## config.mk

```make
export PLATFORM = sky130hd
export DESIGN_NAME = fp_cond_unit
export DESIGN_NICKNAME = d
export VERILOG_FILES = /design/src/rtl/fp_cond_pkg.sv /design/src/rtl/fp_pred_eval.sv /design/src/rtl/fp_flow_calc.sv /design/src/rtl/fp_loop_ctl.sv /design/src/rtl/fp_cond_unit.sv
export SDC_FILE = /design/constraint.sdc
export NUM_CORES = 1
export LEC_CHECK = 0
export BUFFER_PORTS_ARGS = -buffer_cell sky130_fd_sc_hd__buf_4
export CAP_MARGIN = 0
export CORE_MARGIN = 2
export CORE_UTILIZATION = 40
export CTS_CLUSTER_SIZE = 16
export DETAILED_ROUTE_END_ITERATION = 8
export PLACE_DENSITY = 0.71
export SLEW_MARGIN = 20
export SYNTH_ARGS = -nofsm -noshare
export SYNTH_HDL_FRONTEND = slang
export SYNTH_SLANG_ARGS = --single-unit
export TNS_END_PERCENT = 10
```

## constraint.sdc

```tcl
create_clock -name clk -period 2.9 [get_ports clk]
set_input_delay 0 -clock clk [delete_from_list [all_inputs] [get_ports clk]]
set_output_delay 0 -clock clk [all_outputs]
set_load 0.005 [all_outputs]
```

## src/rtl/fp_cond_pkg.sv

```systemverilog
// Shared constants for the floating-point condition predicate unit.
// Assumes the condition vector is ordered {negative, zero, NaN}.
package fp_cond_pkg;
    localparam int PRED_W   = 6;
    localparam int CC_W     = 3;
    localparam int CC_NAN   = 0;
    localparam int CC_ZERO  = 1;
    localparam int CC_NEG   = 2;
    localparam int EXC_W    = 8;
    localparam int EXC_BSUN = 7;

    typedef enum logic [2:0] {
        TRAP_WORD = 3'd2,
        TRAP_LONG = 3'd3,
        TRAP_NONE = 3'd4
    } trap_mode_e;
endpackage

```

## src/rtl/fp_pred_eval.sv

```systemverilog
// Combinational predicate evaluator: decodes the 6-bit predicate, applies
// the negation and unordered-unaware rules, and forms the exception byte.
// Assumes exc_i is the byte in force before the instruction.
module fp_pred_eval
    import fp_cond_pkg::*;
(
    input  logic [PRED_W-1:0] pred_i,
    input  logic [CC_W-1:0]   cc_i,
    input  logic [EXC_W-1:0]  exc_i,
    output logic              cond_true_o,
    output logic              illegal_o,
    output logic [EXC_W-1:0]  exc_o
);
    logic       neg_sel;
    logic [2:0] base_sel;
    logic       base_res;
    logic       n, z, nan;

    // Decode the predicate fields and evaluate the selected base test
    always_comb begin
        n        = cc_i[CC_NEG];
        z        = cc_i[CC_ZERO];
        nan      = cc_i[CC_NAN];
        neg_sel  = pred_i[3];
        base_sel = pred_i[2:0] ^ {3{neg_sel}};
        case (base_sel)
            3'd0:    base_res = 1'b0;
            3'd1:    base_res = z;
            3'd2:    base_res = !(nan || z || n);
            3'd3:    base_res = z || !(nan || n);
            3'd4:    base_res = n && !nan && !z;
            3'd5:    base_res = z || (n && !nan);
            3'd6:    base_res = !(nan || z);
            default: base_res = !nan;
        endcase
    end

    // Combine result, illegal flag and exception byte
    always_comb begin
        illegal_o   = pred_i[5];
        cond_true_o = !illegal_o && (base_res ^ neg_sel);
        if (illegal_o) begin
            exc_o = exc_i;
        end else begin
            exc_o           = '0;
            exc_o[EXC_BSUN] = pred_i[4] && nan;
        end
    end
endmodule

```

## src/rtl/fp_flow_calc.sv

```systemverilog
// Combinational next-address logic for conditional branch and conditional
// trap instructions. Assumes cond/illegal come from the predicate evaluator.
module fp_flow_calc #(
    parameter int ADDR_W = 32,
    parameter int WORD_W = 16
) (
    input  logic              cond_i,
    input  logic              illegal_i,
    input  logic [ADDR_W-1:0] pc_i,
    input  logic              long_i,
    input  logic [WORD_W-1:0] disp_hi_i,
    input  logic [WORD_W-1:0] disp_lo_i,
    output logic [ADDR_W-1:0] target_o,
    output logic              taken_o,
    input  logic [2:0]        trap_mode_i,
    output logic [3:0]        trap_adv_o,
    output logic              trap_fire_o,
    output logic              trap_bad_o
);
    import fp_cond_pkg::*;

    localparam int EXT_W = ADDR_W - WORD_W;

    logic [ADDR_W-1:0] disp_full;

    // Build the displacement and choose the next address
    always_comb begin
        if (long_i)
            disp_full = ADDR_W'({disp_hi_i, disp_lo_i});
        else
            disp_full = {{EXT_W{disp_hi_i[WORD_W-1]}}, disp_hi_i};
        taken_o = cond_i && !illegal_i;
        if (taken_o)
            target_o = pc_i + ADDR_W'(2) + disp_full;
        else
            target_o = pc_i + (long_i ? ADDR_W'(6) : ADDR_W'(4));
    end

    // Size the trap instruction from its operand mode
    always_comb begin
        trap_bad_o = 1'b0;
        case (trap_mode_i)
            TRAP_WORD: trap_adv_o = 4'd6;
            TRAP_LONG: trap_adv_o = 4'd8;
            TRAP_NONE: trap_adv_o = 4'd4;
            default: begin
                trap_adv_o = 4'd4;
                trap_bad_o = 1'b1;
            end
        endcase
        trap_fire_o = cond_i && !illegal_i && !trap_bad_o;
    end
endmodule

```

## src/rtl/fp_loop_ctl.sv

```systemverilog
// Decrement-and-branch controller. On each step strobe it decrements the
// low half of the counter when the condition is false and reports the
// relative advance. Assumes the displacement is a signed half-width word.
module fp_loop_ctl #(
    parameter int CNT_W  = 32,
    parameter int ADV_W  = 32
) (
    input  logic             clk,
    input  logic             rst_n,
    input  logic             load_i,
    input  logic [CNT_W-1:0] wdata_i,
    input  logic             step_i,
    input  logic             cond_i,
    input  logic             illegal_i,
    input  logic [CNT_W/2-1:0] disp_i,
    output logic [CNT_W-1:0] cnt_o,
    output logic [ADV_W-1:0] adv_o,
    output logic             taken_o,
    output logic             fault_o
);
    localparam int HALF  = CNT_W / 2;
    localparam int EXT_W = ADV_W - HALF;

    logic [HALF-1:0]  low_q;
    logic [HALF-1:0]  high_q;
    logic [ADV_W-1:0] disp_ext;
    logic             low_zero;

    // Sign-extend the displacement and test the low half
    always_comb begin
        disp_ext = {{EXT_W{disp_i[HALF-1]}}, disp_i};
        low_zero = (low_q == '0);
    end

    // Counter: load has priority; a step touches only the low half
    always_ff @(posedge clk) begin
        if (!rst_n) begin
            low_q  <= '0;
            high_q <= '0;
        end else if (load_i) begin
            low_q  <= wdata_i[HALF-1:0];
            high_q <= wdata_i[CNT_W-1:HALF];
        end else if (step_i && !illegal_i && !cond_i) begin
            low_q  <= low_q - HALF'(1);
        end
    end

    // Step result registers
    always_ff @(posedge clk) begin
        if (!rst_n) begin
            adv_o   <= '0;
            taken_o <= 1'b0;
            fault_o <= 1'b0;
        end else if (step_i && !load_i) begin
            fault_o <= illegal_i;
            if (illegal_i) begin
                adv_o   <= '0;
                taken_o <= 1'b0;
            end else if (!cond_i && !low_zero) begin
                adv_o   <= ADV_W'(4) + disp_ext;
                taken_o <= 1'b1;
            end else begin
                adv_o   <= ADV_W'(6);
                taken_o <= 1'b0;
            end
        end
    end

    assign cnt_o = {high_q, low_q};


    upper_half_kept_chk: assert property (@(posedge clk) disable iff (!rst_n)
        (step_i && !load_i) |=> (cnt_o[CNT_W-1:HALF] == $past(cnt_o[CNT_W-1:HALF])));

    true_cond_hold_chk: assert property (@(posedge clk) disable iff (!rst_n)
        (step_i && !load_i && cond_i && !illegal_i) |=> (cnt_o == $past(cnt_o) && !taken_o));

    illegal_step_chk: assert property (@(posedge clk) disable iff (!rst_n)
        (step_i && !load_i && illegal_i) |=> (fault_o && !taken_o && cnt_o == $past(cnt_o)));
endmodule

```

## src/rtl/fp_cond_unit.sv

```systemverilog
// Top of the floating-point condition predicate unit: the predicate
// evaluator feeds the branch/trap next-address logic and the loop controller.
// Assumes one instruction is presented at a time on the shared inputs.
module fp_cond_unit
    import fp_cond_pkg::*;
#(
    parameter int ADDR_W = 32,
    parameter int CNT_W  = 32
) (
    input  logic              clk,
    input  logic              rst_n,
    input  logic [5:0]        pred_i,
    input  logic [2:0]        cc_i,
    input  logic [7:0]        exc_i,
    output logic              cond_true_o,
    output logic              pred_illegal_o,
    output logic [7:0]        exc_o,
    input  logic [ADDR_W-1:0] pc_i,
    input  logic              br_long_i,
    input  logic [15:0]       disp_hi_i,
    input  logic [15:0]       disp_lo_i,
    output logic [ADDR_W-1:0] br_target_o,
    output logic              br_taken_o,
    input  logic [2:0]        trap_mode_i,
    output logic [3:0]        trap_adv_o,
    output logic              trap_fire_o,
    output logic              trap_mode_bad_o,
    input  logic              cnt_load_i,
    input  logic [CNT_W-1:0]  cnt_wdata_i,
    input  logic              loop_en_i,
    output logic [CNT_W-1:0]  cnt_q_o,
    output logic [ADDR_W-1:0] loop_adv_o,
    output logic              loop_taken_o,
    output logic              loop_fault_o
);
    fp_pred_eval u_pred (
        .pred_i     (pred_i),
        .cc_i       (cc_i),
        .exc_i      (exc_i),
        .cond_true_o(cond_true_o),
        .illegal_o  (pred_illegal_o),
        .exc_o      (exc_o)
    );

    fp_flow_calc #(.ADDR_W(ADDR_W), .WORD_W(16)) u_flow (
        .cond_i     (cond_true_o),
        .illegal_i  (pred_illegal_o),
        .pc_i       (pc_i),
        .long_i     (br_long_i),
        .disp_hi_i  (disp_hi_i),
        .disp_lo_i  (disp_lo_i),
        .target_o   (br_target_o),
        .taken_o    (br_taken_o),
        .trap_mode_i(trap_mode_i),
        .trap_adv_o (trap_adv_o),
        .trap_fire_o(trap_fire_o),
        .trap_bad_o (trap_mode_bad_o)
    );

    fp_loop_ctl #(.CNT_W(CNT_W), .ADV_W(ADDR_W)) u_loop (
        .clk      (clk),
        .rst_n    (rst_n),
        .load_i   (cnt_load_i),
        .wdata_i  (cnt_wdata_i),
        .step_i   (loop_en_i),
        .cond_i   (cond_true_o),
        .illegal_i(pred_illegal_o),
        .disp_i   (disp_hi_i),
        .cnt_o    (cnt_q_o),
        .adv_o    (loop_adv_o),
        .taken_o  (loop_taken_o),
        .fault_o  (loop_fault_o)
    );


    illegal_pass_chk: assert property (@(posedge clk) disable iff (!rst_n)
        pred_illegal_o |-> (!cond_true_o && !br_taken_o && !trap_fire_o && exc_o == exc_i));

    aware_no_bsun_chk: assert property (@(posedge clk) disable iff (!rst_n)
        (!pred_i[4] && !pred_illegal_o) |-> (exc_o == 8'h00));

    trap_size_chk: assert property (@(posedge clk) disable iff (!rst_n)
        trap_fire_o |-> (trap_adv_o == 4'd4 || trap_adv_o == 4'd6 || trap_adv_o == 4'd8));

    load_wins_chk: assert property (@(posedge clk) disable iff (!rst_n)
        cnt_load_i |=> (cnt_q_o == $past(cnt_wdata_i)));
endmodule

```

* Yosys cells after proc, flatten, opt, wreduce, memory -nomap -nowiden *
Index checks and enable logic that the tools add are counted.

storage, ports and cells
  flip-flop bits (word level) = 66
  latch bits = 0
  RAM bits = 0
  bits in read-only memories = 0
  input port bits = 121
  output and inout port bits = 115
  logic and storage cells = 62
  memories = 0

operators by class
  add/sub/neg operators = 5
  multiply operators = 0
  div/mod/pow operators = 0
  order comparisons = 0
  equality and inequality tests = 9
  shift operators = 0
  multiplexer cells = 13
  bitwise gates (word level) = 2
  reductions and logical operators = 28

operators by type and width
  cell                     count
  $mux W32                 3
  $add A32 B32 Y32         2
  $add A32 B2 Y32 const B  1
  $mux W16                 2
  $mux W31                 1
  $add A4 B16 Y17 const A  1
  $logic_not A16 Y1        1
  $sub A16 B1 Y16 const B  1
  $eq A3 B2 Y1 const B     4
  $eq A3 B3 Y1 const B     4
  $logic_and A1 B1 Y1      10
  $logic_not A1 Y1         9
  $mux W8                  1
  $pmux W4 S2              1
  $pmux W1 S7              1
  $logic_or A1 B1 Y1       5
  $eq A3 B1 Y1 const B     1
  $logic_not A3 Y1         1
  $mux W1                  3
  $reduce_or A3 Y1         1
  $xor A3 B3 Y3            1
  $mux W2                  1
  $reduce_bool A2 Y1       1
  $xor A1 B1 Y1            1

* Longest topological paths before layout *
Gate-level depths: netlist of run 1.

  depth after elaboration = 10
  mapped depth = 16
  depth with buffers taken out = 15

* By module *
A second synthesis of run 1 with hierarchy kept.

unflattened totals
  cells, all modules = 782
  area total of the unflattened synthesis = 5931.9 um^2

modules (own cells, without submodules)
  module        instances  cells an instance  area each (um^2)  sequential area each (um^2)
  fp_flow_calc  1          477                3268.1            0.0
  fp_loop_ctl   1          284                2523.7            1021.0
  fp_pred_eval  1          21                 140.1             0.0

* Worst setup path before layout of run 1 *
OpenSTA, ideal clock, no wires.

  kind = in2out
  start = input br_long_i
  end = output br_target_o[31]
  arrival = 3.023 ns
  data required time = 2.900 ns
  path slack = -0.123 ns
  stages = 13
  path buffers = 1
  path through = buf_1 -> mux2_2 -> ha_1 -> ha_1 -> a21o_1 -> a211o_1 -> o21ai_0 -> o21ai_1 -> a31oi_1 -> o2111ai_1 -> nor3b_1 -> a311o_1 -> xor2_1

between the ends
  longest elaborated chain between the ends = 3
  elaborated cells on any way between the ends = 5
  those cells by class = add/sub: 2; mux: 3

RTL lines
  item                                        RTL line                                text
  start: declaration                          fp_cond_unit.sv:19                      input logic br_long_i,
  $mux W2 / $mux W31 (equally long branches)  fp_flow_calc.sv:36, fp_flow_calc.sv:28
  $add A32 B32 Y32 (on tied branches)         fp_flow_calc.sv:36, fp_flow_calc.sv:34
  $mux W32 *                                  fp_flow_calc.sv:33                      if (taken_o)
  end: declaration                            fp_cond_unit.sv:22                      output logic [ADDR_W-1:0] br_target_o,

Every way passes the cells marked *; elsewhere a longest branch is shown, timed or not.

* Worst setup path in the final report of run 1 *
  start = input br_long_i
  end = output br_target_o[28]

Same word-level chain as after synthesis.

==> metrics.yaml, run 1 <==
clkSinkCount: 51
wire_per_inst_um: 16.5
r2r_slack_ns: 0.32
total_power_mw: 3.26
drt-initial-drc-count: 438
post-place-ws_ns: -0.384
layout-drive-gt1-share_pct: 41.7
ant_nets: 0
final-setup-viol-count: 3
cp.buffers_inverters: 6
antenna_found_initial: 0
clock_path_buffers: 2
status: "complete, but fails checks"
htreeDepth: 2
placed_cells: 1189
relSlewSlack_pct: 61.5
clk_latency_ns: 0.28
avgViaCountPerCell: 5.25
syn-num-nets: 926
r2r_cells: 10
p_per_area_nw_per_um2: 354
crit_type: "primary input to output port"
crit_arrival_ns: 2.92
cts_buffers: 5
cts_tree: "yes"
via_count: 6475
max_freq_mhz: 342
cpMostUsedCell: "buf_4"
crit_family: "compound AO/OA/AOI/OAI gates"
crit_fanout: 6
timing.final.crit_share_pct: 101
nNetsFinal: 1239
ys_ff_latch: 51
dieArea_um2: 15300
slew_viol_final: 0
ys_seq_area_share_pct: 17.9
instances_no_fill: 1233
finalWorstSetupSlack_ns: -0.0237
violations: "negative setup slack"
drt-total-wl_mm: 20.3
rr_startpoint: "u_loop.low_q[2]"
startpoint_type: "primary input"
fp.dieW_um: 124
cp_cell_sequence: "buf_16 > bufbuf_16 > mux2_4 > ha_4 > ha_4 > buf_6 > buf_4 > nand2_1 > o21ai_0 > a21o_1 > a311o_1 > a31oi_1 > buf_4 > o21bai_1 > xnor2_1 > a21oi_1 > buf_4"
gr-total-overflow: 0
synth_area_um2: 5720
post-route-util_pct: 66.1
syn_area_per_cell_um2: 7.74
grt_pass1_vias: 5964
core_um2: 13900
cp.required_ns: 2.90
grtUsageTotal_pct: 25.0
num_antenna_cells: 0
hold_path_end: "u_loop.high_q[15]"
synth_cell_types: 57
drt_pass1_iterations: 5
slowest_stage: "a311o_1"
rsz0062_at_grt: "true"
tightest_slew_ns: 0.572
start_util_pct: 41.0
syn_inst: 739
worst_hold_path_type: "primary input to flop"
grt_max_degree: 52
hold-worst-slack_ns: 0.0147
synth_edf_count: 0
hold_depth: 3
port-buffer-count: 234
max-vdd-ir-drop_mv: 0.222
num_rows: 43
hold_viol: 0
area_growth_syn_to_layout_pct: 61.1
grt_first_pass_wirelength_mm: 30.2
cts-root-buf: "clkbuf_16"
layout_common_cells: "321 x buf_4, 85 x nand2_1, 51 x dfxtp_1"
layout_commonest_cell: "buf_4"
async_flop_share_pct: 0
die_y_um: 124
endpoint_kind: "output port"
ios: 236
gp_congestion: 0.969
maxCapViolCount: 0
r2r-end: "u_loop.adv_o[0]"
synth_warnings: 0
clk_pin_slew_worst_paths_ns: 0.07
finalClockSkew_ns: 0.00618
leakagePower_nw: 4.33
ys.flop_type: "dfxtp_1"
period_needed_ns: 2.92
hpwl_mm: 15.3
critPathMaxStageDelay_ns: 0.36
drc_errors: 0
min-delay-start: "cnt_wdata_i[31]"
==> worst max-delay path by stage <==
| stage | start | to | slack (ns) | depth (start not counted) |
|---|---|---|---|---|
| after global routing | br_long_i | br_target_o[29] | -0.13 | 18 |
| after global placement | br_long_i | br_target_o[31] | -0.33 | 14 |
| after CTS | br_long_i | br_target_o[31] | -0.01 | 17 |
| after floorplan | br_long_i | br_target_o[31] | 0.04 | 13 |
| final | br_long_i | br_target_o[28] | -0.02 | 17 |
| after detailed placement | br_long_i | br_target_o[31] | -0.38 | 15 |
==> metrics by stage <==
step,instance area (um2),setup TNS [ns]
after floorplan,5720,0
after detailed placement,8070,-4.00
after global routing,9220,-0.654
after global placement,8070,-2.51
after CTS,8960,-0.0145
final,9220,-0.0463
==> where the power goes <==
part           internal (mW)  leakage (nW)  switching [mW]  total (mW)
clock network          0.429        0.0868           0.245       0.674
registers              0.736         0.419          0.0309       0.767
logic                  0.974          3.82           0.845        1.82
total                   2.14          4.33            1.12        3.26
==> cell usage after synthesis, drive strengths merged (12+ instances only) <==
master,number,area (um2)
nor3,12,60.1
a22oi,15,158
nor2,43,164
buf,26,191
mux2,16,180
and2,12,75.1
nand2,87,327
a21oi,60,300
and3,13,81.3
xor2,31,272
nor2b,40,250
ha,65,813
inv,26,97.6
nand3,22,110
mux2i,22,220
o21ai,37,185
dfxtp,51,1020
xnor2,47,412
clkbuf,19,71.3
nand2b,14,87.6
==> worst min-delay path, stage by stage <==
cell     delay, ns
buf_4         0.08
mux2i_1       0.05
nor2b_1       0.12
==> what timing repair did <==
action | 4_1_cts | 5_1_grt
hold buffers | 21 | 1
endpoints found under the setup margin | 18 | 14
gates resized for setup | 71 | 32
setup buffers | 8 | 4
cloned | 2 | 0
endpoints found under the hold margin | 21 | 1
pin swaps | 34 | 27
==> cell families (layout without fill, tap and decap cells) <==
logic type                 count (synthesis)  after routing  synth area share [%]
and+or+nand+nor                          268            268                  23.2
AOI/OAI and AO/OA                        166            166                  19.0
DFF                                       51             51                  17.9
xor gates and xnor gates                  78             78                  11.9
buffers and inverters                     71            385                  6.30
adders and majority gates                 66             66                  14.6
other                                      1              1                0.0656
muxes                                     38             38                  7.00
==> registers in the layout (all words and copies together), names as in the netlist <==
name	count
u_loop.low_q	16
u_loop.high_q	16
u_loop.fault_o	1
u_loop.adv_o	17
u_loop.taken_o	1
==> routing by layer <==
metal / up-vias / wire length [um] / global-route usage (%)
li1: 3222 / - / -
met1: 3008 / 8630 / 32.5
met2: 226 / 10300 / 44.5
met3: 19 / 1120 / 3.11
met4: 0 / 291 / 4.47
met5: - / 0 / 0
==> final cells by class <==
cell class              count  area (um2)
inverters                  26        97.6
flip-flops and latches     51        1020
fillers                  1179        4720
repair buffers            351        2780
clock buffers               6         139
multi-input cells         617        4910
well taps                 180         225
clock inverters             2        35.0
Note: power is estimated with default switching activity, not from simulation.
==> inputs of run 2 (changes only) <==
--- a/config.mk
+++ b/config.mk
@@ -12,6 +12,7 @@
 export CTS_CLUSTER_SIZE = 16
 export DETAILED_ROUTE_END_ITERATION = 8
 export PLACE_DENSITY = 0.71
+export RECOVER_POWER = 50
 export SLEW_MARGIN = 20
 export SYNTH_ARGS = -nofsm -noshare
 export SYNTH_HDL_FRONTEND = slang
==> metrics.yaml, run 2 (synthesized netlist as in run 1, its figures left out) <==
total_power_mw: 3.25  # -0.30%
gr-total-overflow: 0  # unchanged
slowest_stage: "a311o_1"
cp.required_ns: 2.90  # about the same
dieArea_um2: 15300  # unchanged
via_count: 6500  # +0.39%
r2r_slack_ns: 0.33  # about the same
fp.dieW_um: 124  # unchanged
cp-endpoint: "br_target_o[28]"
violations: "negative setup slack"
regArea_um2: 1020  # unchanged
num_rows: 43  # unchanged
relSlewSlack_pct: 58.8  # -2.7 points
p_per_area_nw_per_um2: 356  # +0.53%
layout-drive-gt1-share_pct: 39.7  # -2.0 points
top_regs: "u_loop.adv_o (17), u_loop.high_q (16), u_loop.low_q (16)"
placed_cells: 1189  # unchanged
cts_tree: "yes"
grtUsageTotal_pct: 25.0  # unchanged
critPathMaxStageDelay_ns: 0.36  # about the same
drt-total-wl_mm: 20.3  # about the same
rsz0062_at_grt: "true"
timing.final.crit_share_pct: 101  # -0.22 points
clkSinkCount: 51  # unchanged
fillers: 1199  # +1.7%
avgViaCountPerCell: 5.27  # +0.30%
htreeDepth: 2  # unchanged
r2r-end: "u_loop.adv_o[0]"
layout_commonest_cell: "buf_4"
nNetsFinal: 1239  # unchanged
clk_pin_slew_worst_paths_ns: 0.07  # about the same
max_freq_mhz: 343  # +0.22%
cpMostUsedCell: "buf_4"
instances_no_fill: 1234  # +0.081%
startpoint_type: "primary input"
area_growth_syn_to_layout_pct: 59.8
antenna_found_initial: 0  # unchanged
r2r_cells: 10  # unchanged
cp_cell_sequence: "buf_16 > bufbuf_16 > mux2_4 > ha_4 > ha_4 > buf_6 > buf_4 > nand2_1 > o21ai_0 > a21o_1 > a311o_1 > a31oi_1 > buf_4 > o21bai_1 > xnor2_1 > a21oi_1 > buf_4"
ant_nets: 0  # unchanged
cts_buffers: 5  # unchanged
period_needed_ns: 2.92  # -0.00643 ns
drc_errors: 0  # unchanged
status: "complete, but fails checks"
crit_type: "primary input to output port"
largest_reg_flops: 17  # unchanged
clock_path_buffers: 2  # unchanged
tightest_slew_ns: 0.618  # +0.0460 ns
finalClockSkew_ns: 0.00559  # -0.000587 ns
hold_viol: 0  # unchanged
multi_input_area_um2: 4910  # unchanged
grt_pass1_vias: 5964  # unchanged
die_y_um: 124  # unchanged
crit_arrival_ns: 2.92  # about the same
max-vdd-ir-drop_mv: 0.222  # -0.40%
cts-root-buf: "clkbuf_16"
rr_startpoint: "u_loop.low_q[2]"
port-buffer-count: 234  # unchanged
cp-startpoint: "br_long_i"
leakagePower_nw: 4.22  # -2.5%
ios: 236  # unchanged
largest_register: "u_loop.adv_o"
crit_fanout: 6  # unchanged
hpwl_mm: 15.3  # unchanged
maxCapViolCount: 0  # unchanged
final-setup-viol-count: 2  # -1
drt_pass1_iterations: 4  # -1
grt_max_degree: 52  # unchanged
clk_latency_ns: 0.28  # about the same
slew_viol_final: 0  # unchanged
drt-initial-drc-count: 398  # -9.1%
start_util_pct: 41.0  # unchanged
gp_congestion: 0.969  # unchanged
core_um2: 13900  # unchanged
worst_hold_path_type: "primary input to flop"
endpoint_kind: "output port"
grt_first_pass_wirelength_mm: 30.2  # unchanged
finalWorstSetupSlack_ns: -0.0172  # +0.00643 ns
layout_common_cells: "251 x buf_4, 85 x nand2_1, 51 x dfxtp_1"
wire_per_inst_um: 16.5  # about the same
[run 2: changes by cell type in the layout (fill, tap and decap cells not counted)]
cell,change
buf_4,-70
clkbuf_4,+49
clkbuf_1,+21
and2_0,+7
and2_1,-7
diode_2,+1
[run 2: report_power, final]
part | total, mW | switching, mW | internal [mW] | leakage, nW
logic | 1.81 | 0.847 | 0.961 | 3.71
clock network | 0.676 | 0.247 | 0.429 | 0.0869
registers | 0.766 | 0.0300 | 0.736 | 0.419
[run 2: final cells by class]
class	count	share of cell area [%]
flip-flops and latches	51	11.2
clock buffers	6	1.52
diodes	1	0.0274
inverters	26	1.07
multi-input cells	617	53.8
repair buffers	351	29.6
clock inverters	2	0.383
well taps	180	2.46
[run 2: worst min-delay path by stage]
stage	slack, ns	to	cells after the start	startpoint
2_1_floorplan	0.03	trap_adv_o[1]	1	trap_mode_i[0]
3_3_place_gp	0.22	u_loop.low_q[0]	2	cnt_wdata_i[0]
3_5_place_dp	0.23	u_loop.low_q[7]	2	cnt_wdata_i[7]
4_1_cts	0.002	u_loop.high_q[12]	3	cnt_wdata_i[28]
5_1_grt	0.01	u_loop.high_q[15]	3	cnt_wdata_i[31]
6_report	0.01	u_loop.high_q[15]	3	cnt_wdata_i[31]
[run 2: layer usage]
| layer | part of all wire (%) | wire length [um] | GRT usage, % |
|---|---|---|---|
| met5 | 0 | 0 | 0 |
| met1 | 43 | 8680 | 32.5 |
| met2 | 50 | 10200 | 44.5 |
| met3 | 5.5 | 1110 | 3.11 |
| met4 | 1.5 | 305 | 4.47 |
[run 2: timing repair]
action                                 4_1_cts  5_1_grt
buffers inserted                             8        4
gates cloned                                 2        0
hold buffers                                21        1
pin swaps                                   34       27
endpoints found under the hold margin       21        1
gates resized for setup                     71       32
setup endpoints to repair                   18       14
[run 2: critical path, delay by kind of cell]
kind                     cells  cell delay [ns]
adder cells (fa/ha/maj)      2             0.41
AO/OA/AOI/OAI                6             1.08
XOR/XNOR                     1             0.13
multiplexers                 1             0.32
buffers and inverters        6             0.91
AND/OR/NAND/NOR              1             0.06
[run 2: per-stage QoR]
step                instance area (um2)  utilization (%)  TNS, ns  setup slack, ns  hold slack (ns)
CTS                                8960             64.3  -0.0145          -0.0145          0.00234
finish                             9140             65.6  -0.0310          -0.0172           0.0135
floorplan                          5720                -        0           0.0355           0.0302
global placement                   8070             57.9    -2.51           -0.329            0.224
detailed placement                 8070             57.9    -4.00           -0.384            0.229
global route                       9140             65.6   -0.654           -0.126           0.0126
==> inputs of run 3 (changes only) <==
--- a/config.mk
+++ b/config.mk
@@ -7,11 +7,13 @@
 export LEC_CHECK = 0
 export BUFFER_PORTS_ARGS = -buffer_cell sky130_fd_sc_hd__buf_4
 export CAP_MARGIN = 0
+export CELL_PAD_IN_SITES_DETAIL_PLACEMENT = 0
+export CELL_PAD_IN_SITES_GLOBAL_PLACEMENT = 2
 export CORE_MARGIN = 2
-export CORE_UTILIZATION = 40
+export CORE_UTILIZATION = 24
 export CTS_CLUSTER_SIZE = 16
 export DETAILED_ROUTE_END_ITERATION = 8
-export PLACE_DENSITY = 0.71
+export PLACE_DENSITY = 0.78
 export RECOVER_POWER = 50
 export SLEW_MARGIN = 20
 export SYNTH_ARGS = -nofsm -noshare
==> metrics.yaml, run 3 (synthesized netlist as in run 1, its figures left out) <==
status: "finished clean"
placed_cells: 1342  # +13%
top_regs: "u_loop.adv_o (17), u_loop.high_q (16), u_loop.low_q (16)"
worst_hold_path_type: "primary input to flop"
grtUsageMet1_pct: 20.9  # -12 points
cts_tree: "yes"
tightest_slew_ns: 0.694  # +0.0762 ns
clock_path_buffers: 2  # unchanged
endpoint_kind: "output port"
max-vdd-ir-drop_mv: 0.207  # -6.6%
drt_pass1_iterations: 4  # unchanged
leakagePower_nw: 4.26  # +1.2%
layout-drive-gt1-share_pct: 40.6  # +0.89 points
grtUsageMet2_pct: 28.3  # -16 points
internal_power_mw: 2.04  # -4.0%
maxCapViolCount: 0  # unchanged
clkSinkCount: 51  # unchanged
drt-total-wl_mm: 22.0  # +8.2%
core_um2: 23400  # +68%
crit_arrival_ns: 2.87  # -0.05 ns
crit_family: "compound AO/OA/AOI/OAI gates"
cts-root-buf: "clkbuf_16"
avgViaCountPerCell: 4.56  # -13%
area_growth_syn_to_layout_pct: 64.7
cts_buffers: 5  # unchanged
htreeDepth: 2  # unchanged
final-setup-viol-count: 0  # -2
instances_no_fill: 1381  # +12%
via_count: 6300  # -3.1%
grt_max_degree: 52  # unchanged
period_needed_ns: 2.87  # -0.0444 ns
grtUsageTotal_pct: 16.1  # -8.9 points
timing.final.crit_share_pct: 99.1  # -1.5 points
startpoint_type: "primary input"
clkPwrFrac_pct: 19.4  # -1.4 points
crit_type: "primary input to output port"
slew_viol_final: 0  # unchanged
gp_congestion: 0.915  # -5.5%
nNetsFinal: 1248  # +0.73%
finalClockSkew_ns: 0.0100  # +0.00442 ns
clk_latency_ns: 0.30  # +0.02 ns
largest_register: "u_loop.adv_o"
cp.buffers_inverters: 4  # -2
total_power_mw: 3.22  # -0.99%
post-route-util_pct: 40.2  # -25 points
crit_fanout: 5  # -1
seq_power_share_pct: 23.7  # about the same
cp_cell_sequence: "buf_12 > mux2_4 > ha_4 > buf_6 > ha_4 > a21o_1 > nand4_1 > a2111oi_2 > a21o_1 > a311o_1 > a31oi_1 > buf_4 > o21ai_2 > xnor2_1 > a21oi_1 > buf_4"
hpwl_mm: 17.6  # +14%
clk_pin_slew_worst_paths_ns: 0.07  # about the same
p_sw_mw: 1.18  # +4.6%
p_per_area_nw_per_um2: 342  # -3.9%
relSlewSlack_pct: 53.7  # -5.1 points
ant_nets: 0  # unchanged
layout_common_cells: "255 x buf_4, 83 x nand2_1, 51 x dfxtp_1"
pwr-share-comb_pct: 56.8  # +1.2 points
critPathMaxStageDelay_ns: 0.42  # +0.06 ns
gr-total-overflow: 0  # unchanged
dieArea_um2: 25100  # +64%
drt-initial-drc-count: 187  # -53%
layout_commonest_cell: "buf_4"
largest_reg_flops: 17  # unchanged
cp.required_ns: 2.90  # about the same
hold_viol: 0  # unchanged
grt_use_met3_pct: 1.50  # -1.6 points
swShare_pct: 36.5  # +2.0 points
fillers: 2459  # +110%
start_util_pct: 24.4  # -17 points
num_rows: 56  # +30%
max_freq_mhz: 348  # +1.5%
port-buffer-count: 234  # unchanged
grt_first_pass_wirelength_mm: 31.7  # +4.7%
grt_busiest_layer: "met2"
grt_pass1_vias: 5825  # -2.3%
fp.dieW_um: 158  # +28%
num_antenna_cells: 0  # -1
drc_errors: 0  # unchanged
antenna_found_initial: 0  # unchanged
ios: 236  # unchanged
slowest_stage: "a2111oi_2"
rsz0062_at_grt: "true"
wire_per_inst_um: 15.9  # -3.3%
die_y_um: 158  # +28%
-- run 3: worst paths after layout --
kind / startpoint / endpoint / slack, ns / depth (start not counted)
max: br_long_i / br_target_o[30] / 0.03 / 16
min: cnt_wdata_i[9] / u_loop.low_q[9] / 0.002 / 3
max reg2reg: u_loop.low_q[3] / u_loop.adv_o[30] / 0.26 / 10
min reg2reg: u_loop.taken_o / u_loop.taken_o / 0.51 / 2
-- run 3: power by group through the flow --
| stage | logic [mW] | registers, mW | clock network, mW |
|---|---|---|---|
| global route | 2.01 | 0.769 | 0.672 |
| finish | 1.83 | 0.764 | 0.625 |
| floorplan | 0.790 | 0.781 | 0 |
| CTS | 1.72 | 0.765 | 0.650 |
| global placement | 1.56 | 0.780 | 0 |
| detailed placement | 1.56 | 0.782 | 0 |
-- run 3: timing repair --
item	CTS	global route
resized for setup	58	57
hold endpoints to repair	23	0
cloned	1	1
endpoints found under the setup margin	18	13
hold buffers	23	0
setup buffers	5	2
pin swaps	31	33
-- run 3: worst min-delay path, cell delays in order --
cell      delay (ns)
buf_4           0.08
a32oi_1         0.04
a21boi_0        0.14
-- run 3: layer usage --
| metal | wire length [um] | vias up | part of all wire [%] |
|---|---|---|---|
| met5 | 0 | - | 0 |
| met3 | 881 | 30 | 4.0 |
| met1 | 9890 | 2882 | 45 |
| li1 | - | 3228 | - |
| met4 | 617 | 0 | 2.8 |
| met2 | 10600 | 160 | 48 |
-- run 3: metrics by stage --
step	cell area [um2]	hold slack [ns]	setup slack (ns)	setup TNS, ns
2_1_floorplan	5720	0.0302	0.0355	0
3_3_place_gp	8340	0.224	-0.441	-4.39
3_5_place_dp	8340	0.230	-0.497	-4.83
4_1_cts	9100	0.00164	-0.0932	-0.120
5_1_grt	9420	0.0195	-0.0803	-0.295
6_report	9420	0.00171	0.0271	0
-- run 3: final cells by class --
| class | instances | area [um2] | area share (%) |
|---|---|---|---|
| Inverter | 26 | 97.6 | 1.04 |
| Clock buffer | 5 | 125 | 1.33 |
| Tap cell | 319 | 399 | 4.24 |
| Sequential cell | 51 | 1020 | 10.8 |
| Clock inverter | 3 | 28.8 | 0.306 |
| Timing Repair Buffer | 360 | 2770 | 29.4 |
| Multi-Input combinational cell | 617 | 4980 | 52.9 |
